### src/rtl/rxq_pkg.sv
package rxq_pkg;

    // One queue entry: byte plus the three error tags that travel with it
    typedef struct packed {
        logic       brk;
        logic       frm_err;
        logic       par_err;
        logic [7:0] data;
    } rx_ent_t;

    // Timeout length in ticks: (4 words + 12 bits) of bit time
    function automatic int unsigned tmo_ticks(input logic [1:0] wlen,
                                              input int unsigned tpb);
        int unsigned bits;
        bits = 4 * (5 + int'(wlen)) + 12;
        return tpb * bits;
    endfunction

endpackage

### src/rtl/rxq_store.sv
module rxq_store
    import rxq_pkg::*;
#(
    parameter int DEPTH = 64
) (
    input  logic                        clk,
    input  logic                        rst,
    input  logic                        push_req,
    input  rx_ent_t                     push_ent,
    input  logic                        pop_req,
    output rx_ent_t                     head,
    output logic [$clog2(DEPTH+1)-1:0]  level,
    output logic                        full,
    output logic                        empty,
    output logic                        push_ok,
    output logic                        pop_ok
);
    localparam int PTR_W = (DEPTH > 1) ? $clog2(DEPTH) : 1;
    localparam int LVL_W = $clog2(DEPTH + 1);
    localparam logic [LVL_W-1:0] FULL_LVL = LVL_W'(DEPTH);
    localparam logic [PTR_W-1:0] LAST_PTR = PTR_W'(DEPTH - 1);

    rx_ent_t           mem [DEPTH];
    logic [PTR_W-1:0]  wr_ptr, rd_ptr;
    logic [LVL_W-1:0]  cnt;

    assign full    = (cnt == FULL_LVL);
    assign empty   = (cnt == '0);
    assign push_ok = push_req && !full;
    assign pop_ok  = pop_req && !empty;
    assign level   = cnt;
    assign head    = empty ? '0 : mem[rd_ptr];

    always_ff @(posedge clk) begin
        if (push_ok) mem[wr_ptr] <= push_ent;
    end

    always_ff @(posedge clk) begin
        if (rst) begin
            wr_ptr <= '0;
            rd_ptr <= '0;
            cnt    <= '0;
        end else begin
            if (push_ok) wr_ptr <= (wr_ptr == LAST_PTR) ? '0 : wr_ptr + 1'b1;
            if (pop_ok)  rd_ptr <= (rd_ptr == LAST_PTR) ? '0 : rd_ptr + 1'b1;
            case ({push_ok, pop_ok})
                2'b10:   cnt <= cnt + 1'b1;
                2'b01:   cnt <= cnt - 1'b1;
                default: cnt <= cnt;
            endcase
        end
    end


    no_growth_when_full_chk: assert property (@(posedge clk) disable iff (rst)
        (full && push_req && !pop_req) |=> $stable(level));


    pop_shrinks_chk: assert property (@(posedge clk) disable iff (rst)
        (pop_req && !empty && !push_req) |=> (level == $past(level) - 1'b1));

endmodule

### src/rtl/rxq_timer.sv
module rxq_timer #(
    parameter int CNT_W = 10
) (
    input  logic             clk,
    input  logic             rst,
    input  logic             restart,
    input  logic             tick,
    input  logic             clr,
    input  logic [CNT_W-1:0] limit,
    output logic             flag
);
    logic [CNT_W-1:0] cnt;

    always_ff @(posedge clk) begin
        if (rst) begin
            cnt  <= '0;
            flag <= 1'b0;
        end else begin
            if (restart) begin
                cnt <= '0;
            end else if (tick && !flag) begin
                if (cnt >= limit - 1'b1) flag <= 1'b1;
                else                     cnt  <= cnt + 1'b1;
            end
            if (clr) flag <= 1'b0;
        end
    end


    tmo_after_tick_chk: assert property (@(posedge clk) disable iff (rst)
        $rose(flag) |-> $past(tick));


    read_clears_tmo_chk: assert property (@(posedge clk) disable iff (rst)
        clr |=> !flag);

endmodule

### src/rtl/rxq_top.sv
module rxq_top
    import rxq_pkg::*;
#(
    parameter int DEPTH = 64,
    parameter int TPB   = 16
) (
    input  logic                        clk,
    input  logic                        rst,
    input  logic                        char_valid,
    input  logic [7:0]                  char_data,
    input  logic                        char_perr,
    input  logic                        char_ferr,
    input  logic                        char_brk,
    input  logic                        host_rd,
    input  logic                        tick16,
    input  logic [1:0]                  cfg_wlen,
    input  logic                        cfg_thresh_mode,
    input  logic [$clog2(DEPTH+1)-1:0]  cfg_trig,
    input  logic                        cfg_rx_ie,
    output logic [7:0]                  rhr_data,
    output logic                        rhr_perr,
    output logic                        rhr_ferr,
    output logic                        rhr_brk,
    output logic [$clog2(DEPTH+1)-1:0]  rxq_level,
    output logic                        overrun,
    output logic                        irq_data,
    output logic                        irq_tmo
);
    localparam int LVL_W = $clog2(DEPTH + 1);
    localparam int CNT_W = $clog2(TPB * 44 + 1);

    rx_ent_t          in_ent, head;
    logic [LVL_W-1:0] level;
    logic             full, empty, push_ok, pop_ok, tmo_flag;
    logic [CNT_W-1:0] tmo_limit;

    assign in_ent = '{brk: char_brk, frm_err: char_ferr,
                      par_err: char_perr, data: char_data};

    rxq_store #(.DEPTH(DEPTH)) u_store (
        .clk(clk), .rst(rst),
        .push_req(char_valid), .push_ent(in_ent), .pop_req(host_rd),
        .head(head), .level(level), .full(full), .empty(empty),
        .push_ok(push_ok), .pop_ok(pop_ok)
    );

    assign tmo_limit = CNT_W'(tmo_ticks(cfg_wlen, TPB));

    rxq_timer #(.CNT_W(CNT_W)) u_timer (
        .clk(clk), .rst(rst),
        .restart(push_ok || pop_ok || empty),
        .tick(tick16), .clr(pop_ok), .limit(tmo_limit),
        .flag(tmo_flag)
    );

    always_ff @(posedge clk) begin
        if (rst)                     overrun <= 1'b0;
        else if (char_valid && full) overrun <= 1'b1;
        else if (pop_ok)             overrun <= 1'b0;
    end

    assign rhr_data  = head.data;
    assign rhr_perr  = head.par_err;
    assign rhr_ferr  = head.frm_err;
    assign rhr_brk   = head.brk;
    assign rxq_level = level;
    assign irq_data  = cfg_rx_ie && !empty &&
                       (cfg_thresh_mode ? (level >= cfg_trig) : 1'b1);
    assign irq_tmo   = cfg_rx_ie && tmo_flag;


    drop_flags_overrun_chk: assert property (@(posedge clk) disable iff (rst)
        (char_valid && full) |=> overrun);

endmodule

### config.mk
export PLATFORM = sky130hd
export DESIGN_NAME = rxq_top
export DESIGN_NICKNAME = d
export VERILOG_FILES = /design/src/rtl/rxq_pkg.sv /design/src/rtl/rxq_store.sv /design/src/rtl/rxq_timer.sv /design/src/rtl/rxq_top.sv
export SDC_FILE = /design/constraint.sdc
export NUM_CORES = 1
export LEC_CHECK = 0
export BUFFER_PORTS_ARGS = -buffer_cell sky130_fd_sc_hd__buf_4
export CAP_MARGIN = 20
export CORE_ASPECT_RATIO = 1.75
export CORE_MARGIN = 10
export CORE_UTILIZATION = 51
export DETAILED_ROUTE_END_ITERATION = 8
export GPL_ROUTABILITY_DRIVEN = 0
export PLACE_DENSITY = 0.72
export SLEW_MARGIN = 20
export SYNTH_ARGS = -nofsm -noshare
export SYNTH_HDL_FRONTEND = slang
export SYNTH_HIERARCHICAL = 1
export SYNTH_SLANG_ARGS = --single-unit
### constraint.sdc
create_clock -name clk -period 3.2 [get_ports clk]
set_input_delay 0.32 -clock clk [delete_from_list [all_inputs] [get_ports clk]]
set_output_delay 0.32 -clock clk [all_outputs]
set_load 0.01 [all_outputs]
==> impl_metrics.csv <==
group,metric,value,unit
status,status,"finished with violations",
status,violations,"negative setup slack",
timing,finalWorstSetupSlack,-0.125,ns
floorplan,rows,117,
floorplan,ios,48,
timing,rsz0062_at_grt,"true",
pwr,p_per_area,677,nW/µm²
synthesis,synth_ff_type,"edfxtp_1",
timing,slew_headroom,45.4,%
worst_setup_path,regToRegSetupSlack,0.34,ns
final_layout,nNetsFinal,1891,
floorplan,die_h,340,µm
synthesis,yosys.cell_count.top_type,"edfxtp_1",
cts,cts_buffer_depth,3,
worst_setup_path,worst_r2r_path_depth,10,
worst_hold_path,whs_path_depth,2,
synthesis,synth.area.top_cells,"edfxtp_1 (71%), mux4_2 (11%), dfxtp_1 (2.5%)",
cts,clk_latency,0.61,ns
route,via_per_inst,6.16,
grt,antenna_found_initial,1,
timing,setup_viol,6,
route,post-route-drc-count,0,
route,ant_nets,0,
synthesis,syn_avg_cell_area,18.7,µm²
place,place_ws,0.0220,ns
synthesis,synth_seq_cells,741,
synthesis,synth-seq-area-share,73.2,%
timing,period_minus_slack,3.32,ns
worst_setup_path,end_kind,"output pin",
worst_setup_path,reg2reg_from,"u_store/level[3]",
route,drt-initial-drc-count,1498,
cts,clk_pin_slew,0.07,ns
timing,drv_slew,0,
final_layout,nFillCells,4013,
synthesis,post-synth-top-area-cell,"edfxtp_1",
synthesis,netlist_top_cells_count,"edfxtp_1 (704), mux4_2 (148), nor2_1 (99), mux2i_1 (69), nand2_1 (51)",
timing,hold_viol_final,0,
route,drt_pre_antenna_iters,5,
place,port_buffers,47,
pwr,vdd_drop_max,0.883,mV
final_layout,diodes,0,
floorplan,core-area,58100,µm²
synthesis,synth-edff-count,704,
worst_setup_path,start_kind,"flip-flop",
place,place_area,31900,µm²
synthesis,synth_warnings,6,
timing,max_freq,0.301,GHz
worst_setup_path,crit_fanout,5,
worst_hold_path,min_to,"u_store/wr_ptr[2]",
worst_setup_path,r2r-end,"u_store/level[4]",
final_layout,area_growth,18.5,%
grt,grt_usage,21.2,%
grt,grt_start_max_net_pins,65,
worst_setup_path,arrival,3.00,ns
worst_setup_path,crit_type,"reg2out",
timing,worst_pin_slew,0.818,ns
route,via_count,16400,
cts,cts_sinks,741,
timing,skew,0.0131,ns
worst_hold_path,hold_path_class,"in2reg",
synthesis,async_reset_ff_share,0,%
final_layout,design_area,35400,µm²
synthesis,synth_top_area_share,70.7,%
cts,cts_tree,"built",
route,wl_per_cell,28.1,µm
synthesis,synth_cells,1595,
floorplan,fp.dieW,203,µm
final_layout,drive_gt1_share,31.7,%
cts,cts_buffers,58,
floorplan,floorplan.initialDensity,51.4,%
pwr,p_leak,11.4,nW
timing,finalCritPeriodShare,104,%
cts,clockRootBuffer,"clkbuf_16",
grt,grt_pass1_vias,16500,
grt,grt_pass1_wl,109,mm
worst_hold_path,worstHoldStart,"rst",
cts,htreeDepth,2,
route,routed_wirelength,74.6,mm
synthesis,yosysUniqueCellTypes,82,
synthesis,syn-cell-area,29900,µm²
place,place_hpwl,45.6,mm
worst_setup_path,cp.required,2.88,ns
floorplan,die-area,69100,µm²
grt,grt_overflow_total,0,
run,max_cap_violations,0,
## worst max path at each step
| stage | startpoint | end | slack, ns |
|---|---|---|---|
| floorplan | u_store/level[0] | u_store/level[6] | 0.1 |
| global placement | cfg_wlen[0] | u_timer/cnt[4] | 0.13 |
| detailed placement | cfg_wlen[0] | u_timer/cnt[5] | 0.02 |
| CTS | flip-flop | rhr_perr | -0.07 |
| global route | flip-flop | rhr_perr | -0.15 |
| finish | flip-flop | rhr_perr | -0.12 |
## timing repair
action | 4_1_cts | 5_1_grt
setup endpoints to repair | 12 | 12
resized for setup | 100 | 56
gates cloned | 8 | 1
pin swaps | 20 | 16
hold endpoints to repair | 1 | 0
setup buffers | 39 | 30
hold buffers | 1 | 0
## layer usage
layer  wire length [µm]  GRT usage [%]
met1              25700           24.1
met4               4010           12.0
met3               4330           2.34
met2              40600           38.1
met5                 13              0
## power breakdown
part	switching (mW)	internal, mW
sequential	0.0894	10.7
clock	3.25	3.89
combinational	3.09	2.96
## area by class of cell
cell class	instances	area [µm²]	area share, %
clock inverter	33	319	0.901
inverter	24	90.1	0.254
sequential	741	21900	61.8
timing repair buffer	249	2450	6.93
clock buffer	73	1540	4.34
tap	773	967	2.73
multi-input combinational	765	8170	23.1
## layout by cell type (no fill, tap or decap), types with 25 or more instances in the layout
cell type,synthesis,routed
nand2_1,51,47
mux4_2,148,148
a22oi_1,49,29
dfxtp_1,37,34
ha_1,25,25
buf_4,15,196
mux2i_1,69,69
edfxtp_1,704,704
nor2_1,99,97
clkbuf_16,0,60
## through the flow
step	total power [mW]	util [%]	TNS (ns)	hold slack, ns	instances
floorplan	13.9	-	0	0.389	1617
global route	24.7	61.0	-0.686	0.123	2658
finish	24.0	61.0	-0.226	0.118	2658
global placement	15.6	54.8	0	0.473	2474
detailed placement	15.6	54.8	0	0.475	2474
CTS	23.6	60.0	-0.326	0.0890	2627
## critical path, cell delays in order (launching register included)
cell      delay (ns)
dfxtp_4         0.38
buf_12          0.14
buf_12          0.14
buf_6           0.10
mux4_2          0.52
a22o_1          0.23
a221oi_4        0.28
nor3_2          0.07
a221o_1         0.36
buf_6           0.16
## registers in the layout, indices dropped and copies added (netlist names), named ones only
name,count
u_store/mem,704
u_timer/cnt,10
u_store/level,7
u_store/rd_ptr,6
u_store/wr_ptr,6
overrun,1
u_timer/flag,1
## kinds of logic after synthesis
logic type | synth area share, %
flip-flops | 73.2
AND/OR/NAND/NOR | 4.88
multiplexers | 13.5
AO/OA/AOI/OAI | 4.79
buffers and inverters | 1.99
adder cells (fa/ha/maj) | 1.05
XOR/XNOR | 0.586
other | 0.0125
Note: power is estimated with default switching activity, not from simulation.
